`config.mk`:
```
export PLATFORM = sky130hd
export DESIGN_NAME = latchoff_guard
export DESIGN_NICKNAME = d
export VERILOG_FILES = /design/src/rtl/latchoff_pkg.sv /design/src/rtl/lo_blank_window.sv /design/src/rtl/lo_width_filter.sv /design/src/rtl/lo_cycle_confirm.sv /design/src/rtl/lo_persist_timer.sv /design/src/rtl/latchoff_guard.sv
export SDC_FILE = /design/constraint.sdc
export NUM_CORES = 1
export LEC_CHECK = 0
export ABC_AREA = 1
export BUFFER_PORTS_ARGS = -buffer_cell sky130_fd_sc_hd__buf_2
export CAP_MARGIN = 20
export CORE_ASPECT_RATIO = 0.9
export CORE_MARGIN = 2
export CORE_UTILIZATION = 30
export DETAILED_ROUTE_END_ITERATION = 8
export GPL_TIMING_DRIVEN = 0
export RECOVER_POWER = 100
export SYNTH_ARGS = -nofsm -noshare
export SYNTH_HDL_FRONTEND = slang
export SYNTH_HIERARCHICAL = 1
export SYNTH_SLANG_ARGS = --single-unit
```
`constraint.sdc`:
```
create_clock -name clk -period 1.7 [get_ports clk]
set_input_delay 0.255 -clock clk [delete_from_list [all_inputs] [get_ports clk]]
set_output_delay 0.255 -clock clk [all_outputs]
set_load 0.005 [all_outputs]
```
`src/rtl/latchoff_pkg.sv`:
```
package latchoff_pkg;
   // counter width able to hold values 0..n
   function automatic int cnt_w(input int n);
      int w;
      w = $clog2(n + 1);
      return (w < 1) ? 1 : w;
   endfunction
endpackage

```
`src/rtl/lo_blank_window.sv`:
```
module lo_blank_window #(
   parameter int BLANK_CYC = 100
) (
   input  logic clk,
   input  logic rst_n,
   input  logic gate_in,
   output logic blanked
);
   import latchoff_pkg::*;
   localparam int BW = cnt_w(BLANK_CYC);
   localparam logic [BW-1:0] BLANK_V = BW'(BLANK_CYC);

   logic          gate_d;
   logic [BW-1:0] left_q;
   logic          fall;

   assign fall    = gate_d & ~gate_in;
   assign blanked = fall | (left_q != '0);

   always_ff @(posedge clk or negedge rst_n) begin
      if (!rst_n) begin
         gate_d <= 1'b0;
         left_q <= '0;
      end else begin
         gate_d <= gate_in;
         if (fall)
            left_q <= BLANK_V;
         else if (left_q != '0)
            left_q <= left_q - 1'b1;
      end
   end

   // counting down never skips a step unless a new turn-off reloads
   p_blank_countdown_r2: assert property (@(posedge clk) disable iff (!rst_n)
      (!fall && left_q != '0) |=> (left_q == $past(left_q) - 1'b1));
endmodule

```
`src/rtl/lo_width_filter.sv`:
```
module lo_width_filter #(
   parameter int FILT_CYC = 60
) (
   input  logic clk,
   input  logic rst_n,
   input  logic trip_in,
   input  logic blank_in,
   output logic qual
);
   import latchoff_pkg::*;
   localparam int FW = cnt_w(FILT_CYC);
   localparam logic [FW-1:0] FILT_V = FW'(FILT_CYC);

   logic [FW-1:0] run_q;

   always_ff @(posedge clk or negedge rst_n) begin
      if (!rst_n)
         run_q <= '0;
      else if (trip_in && !blank_in)
         run_q <= (run_q == FILT_V) ? run_q : run_q + 1'b1;
      else
         run_q <= '0;
   end

   assign qual = (run_q == FILT_V);

   // a qualified level implies a valid unblanked trip sample just before
   p_qual_needs_trip_r1: assert property (@(posedge clk) disable iff (!rst_n)
      qual |-> $past(trip_in && !blank_in));
   // a blanked sample always discards the partial run
   p_blank_clears_run_r2: assert property (@(posedge clk) disable iff (!rst_n)
      blank_in |=> (run_q == '0));
endmodule

```
`src/rtl/lo_cycle_confirm.sv`:
```
module lo_cycle_confirm #(
   parameter int CONFIRM_CNT = 4
) (
   input  logic clk,
   input  logic rst_n,
   input  logic evt,
   input  logic cycle_start,
   output logic fire
);
   import latchoff_pkg::*;

   logic seen_q;
   logic seen_any;

   assign seen_any = seen_q | evt;

   always_ff @(posedge clk or negedge rst_n) begin
      if (!rst_n)
         seen_q <= 1'b0;
      else if (cycle_start)
         seen_q <= 1'b0;
      else if (evt)
         seen_q <= 1'b1;
   end

   generate
      if (CONFIRM_CNT == 1) begin : g_single
         logic hit_q;
         always_ff @(posedge clk or negedge rst_n) begin
            if (!rst_n)
               hit_q <= 1'b0;
            else
               hit_q <= cycle_start & seen_any;
         end
         assign fire = hit_q;
      end else begin : g_multi
         localparam int SW = cnt_w(CONFIRM_CNT);
         localparam logic [SW-1:0] CONF_V = SW'(CONFIRM_CNT);
         logic [SW-1:0] streak_q;
         always_ff @(posedge clk or negedge rst_n) begin
            if (!rst_n)
               streak_q <= '0;
            else if (cycle_start) begin
               if (seen_any)
                  streak_q <= (streak_q == CONF_V) ? streak_q : streak_q + 1'b1;
               else
                  streak_q <= '0;
            end
         end
         assign fire = (streak_q == CONF_V);

         // an empty period breaks the run
         p_streak_clear_r4: assert property (@(posedge clk) disable iff (!rst_n)
            (cycle_start && !seen_any) |=> (streak_q == '0));
      end
   endgenerate
endmodule

```
`src/rtl/lo_persist_timer.sv`:
```
module lo_persist_timer #(
   parameter int OVP_CYC = 2_000_000
) (
   input  logic clk,
   input  logic rst_n,
   input  logic flag_in,
   output logic done
);
   import latchoff_pkg::*;
   localparam int PW = cnt_w(OVP_CYC);
   localparam logic [PW-1:0] OVP_V = PW'(OVP_CYC);

   logic [PW-1:0] age_q;

   always_ff @(posedge clk or negedge rst_n) begin
      if (!rst_n)
         age_q <= '0;
      else if (!flag_in)
         age_q <= '0;
      else if (age_q != OVP_V)
         age_q <= age_q + 1'b1;
   end

   assign done = (age_q == OVP_V);

   // a low flag sample always restarts persistence
   p_ovp_restart_r5: assert property (@(posedge clk) disable iff (!rst_n)
      !flag_in |=> (age_q == '0));
endmodule

```
`src/rtl/latchoff_guard.sv`:
```
module latchoff_guard #(
   parameter int FILT_CYC    = 60,
   parameter int BLANK_CYC   = 100,
   parameter int CONFIRM_CNT = 4,
   parameter int OVP_CYC     = 2_000_000
) (
   input  logic clk,
   input  logic supply_rst_n,
   input  logic ext_trip,
   input  logic vsup_ovp,
   input  logic gate_in,
   input  logic cycle_start,
   output logic latched_off,
   output logic gate_out
);
   generate
      if (FILT_CYC < 1)    begin : g_bad_filt  $error("FILT_CYC must be at least 1");    end
      if (BLANK_CYC < 0)   begin : g_bad_blank $error("BLANK_CYC must not be negative");  end
      if (CONFIRM_CNT < 1) begin : g_bad_conf  $error("CONFIRM_CNT must be at least 1"); end
      if (OVP_CYC < 1)     begin : g_bad_ovp   $error("OVP_CYC must be at least 1");     end
   endgenerate

   logic blanked;
   logic qual;
   logic ext_fire;
   logic ovp_fire;
   logic lat_q;

   lo_blank_window #(.BLANK_CYC(BLANK_CYC)) u_blank (
      .clk(clk), .rst_n(supply_rst_n), .gate_in(gate_in), .blanked(blanked));

   lo_width_filter #(.FILT_CYC(FILT_CYC)) u_filt (
      .clk(clk), .rst_n(supply_rst_n), .trip_in(ext_trip),
      .blank_in(blanked), .qual(qual));

   lo_cycle_confirm #(.CONFIRM_CNT(CONFIRM_CNT)) u_conf (
      .clk(clk), .rst_n(supply_rst_n), .evt(qual),
      .cycle_start(cycle_start), .fire(ext_fire));

   lo_persist_timer #(.OVP_CYC(OVP_CYC)) u_ovp (
      .clk(clk), .rst_n(supply_rst_n), .flag_in(vsup_ovp), .done(ovp_fire));

   always_ff @(posedge clk or negedge supply_rst_n) begin
      if (!supply_rst_n)
         lat_q <= 1'b0;
      else if (ext_fire || ovp_fire)
         lat_q <= 1'b1;
   end

   assign latched_off = lat_q;
   assign gate_out    = gate_in & ~lat_q;

   // the latch never releases without a supply reset
   p_latch_hold_r6: assert property (@(posedge clk) disable iff (!supply_rst_n)
      latched_off |=> latched_off);
   // every rise has a confirmed cause from one of the two paths
   p_latch_cause_r6: assert property (@(posedge clk) disable iff (!supply_rst_n)
      $rose(latched_off) |-> $past(ext_fire || ovp_fire));
   // no gate pulse leaves while latched
   p_gate_inhibit_r7: assert property (@(posedge clk) disable iff (!supply_rst_n)
      latched_off |-> !gate_out);
endmodule

```
Word-level counts from Yosys, hierarchy flattened
Cells that the tools add are included.

cells by class
  add/subtract/negate cells = 4
  bitwise gates (word level) = 6
  mux-type cells = 10
  reductions and logical operators = 7
  equal/unequal tests = 7

operators by type and width
  cell                                              number
  two-way mux 21 bit                                2
  adder 21 x 1 -> 21 bit, second input constant     1
  equality test 21 bit, second input constant       1
  != test 21 bit, second input constant             1
  two-way mux 7 bit                                 2
  two-way mux 6 bit                                 2
  nonzero test 7 bit                                1
  subtractor 7 x 1 -> 7 bit, second input constant  1
  adder 6 x 1 -> 6 bit, second input constant       1
  equality test 6 bit, second input constant        1
  two-way mux 3 bit                                 2
  != test 2 bit, second input constant              2
  nonzero test 2 bit                                2
  adder 3 x 1 -> 3 bit, second input constant       1
  equality test 3 bit, second input constant        1
  AND 1 bit                                         2
  two-way mux 1 bit                                 2
  != test 2 x 1 -> 1 bit, second input constant     1
  inverter 1 bit                                    2
  OR 1 bit                                          2
  AND reduction 2 bit                               1
  logical AND 1 bit                                 1
  zero test 1 bit                                   1
  logical OR 1 bit                                  1

word-level totals
  word-level logic and storage cells = 41
  flip-flop bits (word level) = 40
  output and inout port bits = 2

Depth between registers and ports, before layout
Gate-level depths: netlist of the first run.

  depth after elaboration = 6
  mapped depth = 11

Modules after synthesis
Netlist of the first run, hierarchy kept.

by module, submodules not included
  module            area an instance (um2)  sequential area each (um2)  cells each  times used
  lo_persist_timer  1347.5                  525.5                       201         1
  lo_blank_window   460.4                   200.2                       50          1
  lo_width_filter   382.9                   150.1                       49          1
  lo_cycle_confirm  229.0                   100.1                       30          1
  latchoff_guard    43.8                    25.0                        6           1

Worst setup path before layout of the first run
OpenSTA, ideal clock, no wires.

  path kind = register to register
  start = register u_blank.left_q[0]
  end = register u_filt.run_q[0]
  cell stages (with the launch flop) = 9
  slack = 0.246 ns
  library setup time = 0.066 ns
  period minus slack after synthesis = 1.454 ns
  arrival time = 1.388 ns
  cell sequence = dfrtp_1 > inv_1 > ha_1 > nand3_2 > nor2_4 > nand2_1 > nor2_4 > nand4_1 > nand2_1

on the way
  longest elaborated chain between the ends = 5
  elaborated cells on any way between the ends = 6
  those cells by class = eq/ne (1); mux (1); bitwise (1); reduce/logical (3)

ends and longest elaborated chain
  item                                                          line                   source
  start, declared                                               lo_blank_window.sv:14  logic [BW-1:0] left_q;
  start signal, assigned                                        lo_blank_window.sv:29  left_q <= left_q - 1'b1;
  nonzero test 7 bit (*)                                        lo_blank_window.sv:18  assign blanked = fall | (left_q != '0);
  OR 1 bit (*)                                                  lo_blank_window.sv:18
  named net blanked                                             latchoff_guard.sv:23   logic blanked;
  zero test 1 bit (*)                                           lo_width_filter.sv:19  else if (trip_in && !blank_in)
  logical AND 1 bit (*)                                         lo_width_filter.sv:19
  != test 2 bit (no line) or two-way mux 6 bit (tied branches)  -
  end signal, assigned                                          lo_width_filter.sv:20  run_q <= (run_q == FILT_V) ? run_q : run_q + 1'b1;
  end, declared                                                 lo_width_filter.sv:14  logic [FW-1:0] run_q;

The timed path passes the listed nets; every way through them passes the cells marked *.
A chain may end at the register's enable or synchronous reset.

Worst setup path in the final report of the first run
  start = register u_ovp.age_q[0]
  end = register u_ovp.age_q[1]

on the way
  longest elaborated chain between the ends = 3
  elaborated cells on any way between the ends = 5
  those cells by class = add/sub (1); eq/ne (2); mux (2)

ends and longest elaborated chain
  item                    line                    source
  start, declared         lo_persist_timer.sv:13  logic [PW-1:0] age_q;
  start signal, assigned  lo_persist_timer.sv:21  age_q <= age_q + 1'b1;
  adder 21 x 1 -> 21 bit  lo_persist_timer.sv:21
  two-way mux 21 bit      lo_persist_timer.sv:20  else if (age_q != OVP_V)
  two-way mux 21 bit      lo_persist_timer.sv:18  else if (!flag_in)

Parallel ways exist; a longest one is shown, timed or not. The select of a mux whose other input is x is not followed.

==> run metrics, run 1 <==
Ys Warns=6; crit path DAT=1.75 ns; Synth area leader=dfrtp_1; sequential share of the synthesized area=0.4063; Setup TNS=0 ns; Finished Layout Cells=450; Synth Area per Inst=between 7 and 8 um2; core region area=between 0.008 and 0.009 mm2; most used cell, CP=nand2_1; RD Place Congestion=around 0.83; RSZ-0062 raised after global routing=false; Hold Path Class=primary input to flop; Unique masters post-synth=29; DR iter-0 viols=slightly below 80; CP Launch Type=flop; remaining antenna violation count=0; Max Clock Skew=roughly 0.011 ns; sequential group share of total power=0.474; Worst-Margin Slew=0.9901 ns; Filler Cell Count=850; Die Ht=89.97 um; Area growth syn-to-layout=10.92%; max incr delay on CP=roughly 0.46 ns; Final Cycle Share=0.9200; setup bufs post-CTS=0; max cap viols=0; Synth Register Bits=40; port bufs=7; die area=0.008954 mm2; routed length per instance=about 11 um; clk buf depth=2; DIE WIDTH=99.52 um; Leakage=0.001263 uW; Slowest-stage cell, CP=dfrtp_2; Crit. End Element=flop; switch share=0.2563; min Tclk post-route=between 1.5 and 2 ns; Post-synth EDFFs=0; clock sinks=40; dominant cells by area after synthesis=dfrtp_1 41%, nand2_1 12%, nor2_1 8.1%; row cnt=31; CTS tree=yes; first-pass GRT wire length=approximately 9000 um; largest net degree at the start of global routing=between 40 and 50; worst rel slew slack=0.3399; internal power=approximately 1700 uW; total power=approximately 2300 uW; WHS=between 0.1 and 0.15 ns; Syn Inst Count=roughly 340; share of layout cells above drive strength 1=0.1453; Pwr per Cell Area=approximately 840 mW/mm2; Comb pwr share=0.130; CP top delay family=simple AND/OR/NAND/NOR gates; initial antenna violation count=0; I/O pin cnt=8; Max VDD drop=between 200 and 300 uV; Final Cell Area=~0.0027 mm2; Post-synth top cells=80 x nand2_1, 53 x nor2_1, 44 x inv_1, 40 x dfrtp_1, 27 x nand3_1; crit path cell chain=inv_1 -> ha_1 -> nor3b_1 -> nand2_1 -> nor2_1 -> nand2_1 -> nand3_1 -> nand2_1; WP buf/inv=1; ys flop type=dfrtp_1; DRT Wirelength=roughly 5000 um; GRT Total Usage=0.1210; clk root buf=clkbuf_8; vias in the first global route=between 1.5k and 2k; Net Sw Power=between 500 and 600 uW; # diodes=0; Starting Density=0.3068; clk_lat worst skew=around 0.30 ns; part of the power in the clock network=0.396; Synthesized Nets=about 350; H-Tree Depth=2; Detailed Place HPWL=3703 um; global route overflow=0; Clock transition at path regs=about 0.080 ns; Remaining DRCs=0; Slew Viols, Final=0; Mapped Area=approximately 0.0025 mm2; outcome=complete, no violations; fmax=roughly 640 MHz; DRT Pass-1 Iters=5; placed cell area=roughly 0.0026 mm2; Max FO, Critical Path=6; top cell type's share of synthesized area=0.4063; Finish-stage setup viols=0; Post-CTS Hold Fix Bufs=0; Cells after DPL=~440; vias=between 2k and 2.5k; critical path type=flop to flop; data required time of the critical path=between 1.5 and 2 ns; mean number of vias per cell=~4.7; most common cell in the synthesized netlist=nand2_1; Final Hold Viols=0; asr flop ratio synth=1.000; CTS Buf Count=5; Post-layout nets=between 300 and 400
==> through the flow <==
| stage | util | setup WS [ns] |
|---|---|---|
| after floorplan | - | 0.2458 |
| after global placement | 0.3266 | 0.05528 |
| after detailed placement | 0.3266 | 0.04305 |
| after CTS | 0.3427 | 0.01994 |
| after global routing | 0.3403 | 0.01685 |
| final | 0.3403 | 0.1359 |
==> cells in the final DEF (no fill, tap or decap), drive strengths merged <==
master and n:
a21oi 9, buf 5, bufinv 2, clkbuf 10, clkinv 1, dfrtp 40
ha 7, inv 49, nand2 94, nand3 28, nand3b 1, nand4 12
nor2 67, nor3 5, nor3b 1, nor4 1, o21ai 10, o21bai 1
or2 1, xnor2 1, xor2 6
==> path summary, 6_finish.rpt <==
path | cells after the start | endpoint | startpoint | slack [ns]
max in group asynchronous | 1 | u_ovp/age_q[0]$_DFFE_PN0P_ | supply_rst_n | 0.93
setup / recovery | 8 | u_ovp/age_q[1]$_DFFE_PN0P_ | u_ovp/age_q[0]$_DFFE_PN0P_ | 0.14
min in group asynchronous | 1 | latched_off$_DFFE_PN0P_ | supply_rst_n | 0.11
setup reg to reg | 8 | u_ovp/age_q[1]$_DFFE_PN0P_ | u_ovp/age_q[0]$_DFFE_PN0P_ | 0.14
hold / removal | 1 | u_blank/gate_d$_DFF_PN0_ | gate_in | 0.10
hold reg to reg | 2 | latched_off$_DFFE_PN0P_ | latched_off$_DFFE_PN0P_ | 0.49
==> power groups by stage <==
stage                     logic [uW]  clock network [uW]  registers [uW]
after floorplan                  255                   0            1100
after global placement           317                   0            1110
after detailed placement         322                   0            1120
after CTS                        323                 943            1100
after global routing             354                 972            1100
final                            298                 911            1090
==> layer usage <==
metal | vias to the layer above | global-route usage | wire [um]
met3 | 6 | 0.02644 | 177
met2 | 35 | 0.1791 | 2175
met1 | 979 | 0.1733 | 2567
met5 | - | 0 | 0
li1 | 1081 | - | -
met4 | 0 | 0.04338 | 71
==> final cells by class <==
cell class | count | area [um2] | share of cell area
clock inverters | 2 | 60.06 | 0.02198
repair buffers | 7 | 32.53 | 0.01190
well taps | 99 | 123.9 | 0.04533
flip-flops and latches | 40 | 1002 | 0.3668
multi-input cells | 244 | 1237 | 0.4528
clock buffers | 5 | 68.82 | 0.02518
plain buffers | 3 | 18.77 | 0.006868
inverters | 50 | 188.9 | 0.06914
==> registers in the layout (all words and copies together) (netlist names) <==
name	count
u_blank/left_q	7
u_filt/run_q	6
u_blank/gate_d	1
u_conf/seen_q	1
latched_off	1
u_conf/g_multi.streak_q	3
u_ovp/age_q	21
==> timing repair <==
item,4_1_cts,5_1_grt
resized for setup,0,5
endpoints found under the setup margin,0,12
endpoints found under the hold margin,0,0
==> cells by family after synthesis <==
group / synth area share
AOI/OAI and AO/OA: 0.05079
xor gates and xnor gates: 0.02489
buffers and inverters: 0.08431
adders and majority gates: 0.03555
and+or+nand+nor: 0.3982
DFF: 0.4063
No activity file was read; power rests on OpenSTA's default activity.
==> run 2, diff against run 1 <==
==> constraint.sdc (replaced) <==
create_clock -name clk -period 2 [get_ports clk]
set_input_delay 0.3 -clock clk [delete_from_list [all_inputs] [get_ports clk]]
set_output_delay 0.3 -clock clk [all_outputs]
set_load 0.005 [all_outputs]
==> run 2 against run 1 <==
  * Critical path depth is 1 lower
  * Combinational power decreased by 16%
  * First-iteration DRC count stayed put
  * Maximum frequency shrank 12%
  * Cell area is 1.0% lower
  * Clock power shrank 15%
  * Die area stayed put
  * Non-clock buffer count is the same
  * Critical path type unchanged
  * Largest power group unchanged
==> run metrics, run 2 (same netlist as run 1, synthesis figures left out) <==
internal power=1451 uW (-15%); RD Place Congestion=0.8261 (unchanged); Area growth syn-to-layout=9.802%; remaining antenna violation count=0 (unchanged); port bufs=7 (unchanged); sequential group share of total power=0.474 (about the same); row cnt=31 (unchanged); Net Sw Power=502.2 uW (-15%); DRT Pass-1 Iters=6 (+1); GRT Total Usage=0.1210 (unchanged); most common cell after layout, fill and taps aside=nand2_1; Worst-Margin Slew=0.9984 ns (+0.008261 ns); Finish-stage setup viols=0 (unchanged); Final Cycle Share=0.8842 (-0.03579); GR peak layer=met2; Remaining DRCs=0 (unchanged); Slew Viols, Final=0 (unchanged); CTS Buf Count=5 (unchanged); # diodes=0 (unchanged); Final Util=0.3369 (-0.003428); Detailed Place HPWL=3703 um (unchanged); clk_lat worst skew=0.30 ns (about the same); Max VDD drop=249.6 uV (-15%); clk root buf=clkbuf_8; crit path DAT=1.93 ns (+0.18 ns); Max Clock Skew=0.009813 ns (-0.001406 ns); share of layout cells above drive strength 1=0.1286 (-0.01673); critical path type=flop to flop; Die Ht=89.97 um (unchanged); part of the power in the clock network=0.398 (+0.002); max reg flops=21 (unchanged); Setup TNS=0 ns (unchanged); I/O pin cnt=8 (unchanged); DIE WIDTH=99.52 um (unchanged); cells on worst reg2reg path=7 (-1); setup bufs post-CTS=0 (unchanged); R2R Path End=u_ovp/age_q[16]$_DFFE_PN0P_; Leakage=0.001250 uW (-1.0%); post-CTS sizing=0 (unchanged); largest net degree at the start of global routing=41 (unchanged); switch share=0.2571 (+0.0007967); DR iter-0 viols=77 (unchanged); CTS tree=yes; commonest cells after routing, fill and taps aside=84 x nand2_1, 56 x nor2_1, 44 x inv_1, 40 x dfrtp_1, 27 x nand3_1; Post-CTS Hold Fix Bufs=0 (unchanged); first-pass GRT wire length=8852 um (unchanged); Hold Path Class=primary input to asynchronous set/reset pin; fmax=565.5 MHz (-12%); met3 usage=0.02644 (unchanged); Filler Cell Count=852 (+0.24%); Clock transition at path regs=0.08 ns (about the same); CP Launch Type=flop; Final Hold Viols=0 (unchanged); Largest Register=u_ovp/age_q; worst rel slew slack=0.3344 (-0.005507); RSZ-0062 raised after global routing=false; FF-to-FF setup slack=0.23 ns (+0.10 ns); met1 GRT Util=0.1733 (unchanged); core region area=0.008029 mm2 (unchanged); met2 GRT Util=0.1791 (unchanged); outcome=complete, no violations; DRT Wirelength=4932 um (-1.2%); vias=2051 (-2.4%); max cap viols=0 (unchanged); Post-layout nets=363 (-0.27%); vias in the first global route=1963 (unchanged); mean number of vias per cell=4.568 (-2.2%); data required time of the critical path=2.17 ns (+0.29 ns); min Tclk post-route=1.768 ns (+0.2044 ns); Max FO, Critical Path=6 (unchanged); Largest regs=u_ovp/age_q: 21 flops, u_blank/left_q: 7 flops, u_filt/run_q: 6 flops; origin of the critical flop-to-flop path=u_ovp/age_q[0]$_DFFE_PN0P_; Starting Density=0.3068 (unchanged); H-Tree Depth=2 (unchanged); global route overflow=0 (unchanged); die area=0.008954 mm2 (unchanged); routed length per instance=10.98 um (-0.98%); clock sinks=40 (unchanged); clk buf depth=2 (unchanged); Comb pwr share=0.128 (-0.002); Pwr per Cell Area=721.9 mW/mm2 (-14%); Crit. End Element=flop; initial antenna violation count=0 (unchanged)
[run 2: routing by layer]
| metal | up-vias | part of all wire |
|---|---|---|
| li1 | 1076 | - |
| met1 | 955 | 0.53 |
| met2 | 14 | 0.44 |
| met3 | 6 | 0.018 |
| met4 | 0 | 0.014 |
| met5 | - | 0 |
[run 2: critical path, stage by stage, from the launching register on]
cell and delay [ns]:
dfrtp_1 0.46, ha_1 0.31, inv_1 0.09, nor2_1 0.21
nand2_1 0.18, nor2_1 0.18, xor2_1 0.15, nor2_1 0.05
[run 2: worst max-delay path by stage]
stage | start | endpoint | slack [ns] | cells after the start
finish | u_ovp/age_q[0]$_DFFE_PN0P_ | u_ovp/age_q[16]$_DFFE_PN0P_ | 0.23 | 7
global route | u_ovp/age_q[0]$_DFFE_PN0P_ | u_ovp/age_q[16]$_DFFE_PN0P_ | 0.10 | 7
CTS | u_blank/left_q[0]$_DFFE_PN0P_ | u_filt/run_q[0]$_DFFE_PN0P_ | 0.32 | 8
detailed placement | u_blank/left_q[0]$_DFFE_PN0P_ | u_filt/run_q[0]$_DFFE_PN0P_ | 0.34 | 8
global placement | u_blank/left_q[0]$_DFFE_PN0P_ | u_filt/run_q[1]$_DFFE_PN0P_ | 0.36 | 8
floorplan | u_blank/left_q[0]$_DFFE_PN0P_ | u_filt/run_q[0]$_DFFE_PN0P_ | 0.55 | 8
[run 2: layout make-up]
class                      count  area [um2]  share of cell area
clock inverter                 2       60.06             0.02220
inverter                      50       188.9             0.06984
tap                           99       123.9             0.04579
clock buffer                   5       68.82             0.02544
buffer                         3       11.26            0.004163
multi-input combinational    243        1219              0.4505
timing repair buffer           7       32.53             0.01203
sequential                    40        1001              0.3700
[run 2: power groups by stage]
stage	registers (uW)	logic [uW]	clock network, uW
after floorplan	936	217	0
after detailed placement	949	273	0
after CTS	933	275	801
after global placement	946	270	0
final	926	249	778
after global routing	936	297	826
[run 2: per-stage QoR]
step / hold slack [ns] / cell area [um2] / instances / power [uW] / setup slack, ns
finish: 0.1551 / 2705 / 449 / 1953 / 0.2315
global route: 0.1539 / 2705 / 449 / 2059 / 0.1001
CTS: 0.1324 / 2751 / 449 / 2008 / 0.3199
detailed placement: 0.4462 / 2623 / 442 / 1222 / 0.3431
global placement: 0.4425 / 2623 / 442 / 1216 / 0.3553
floorplan: 0.004409 / 2464 / 336 / 1153 / 0.5458
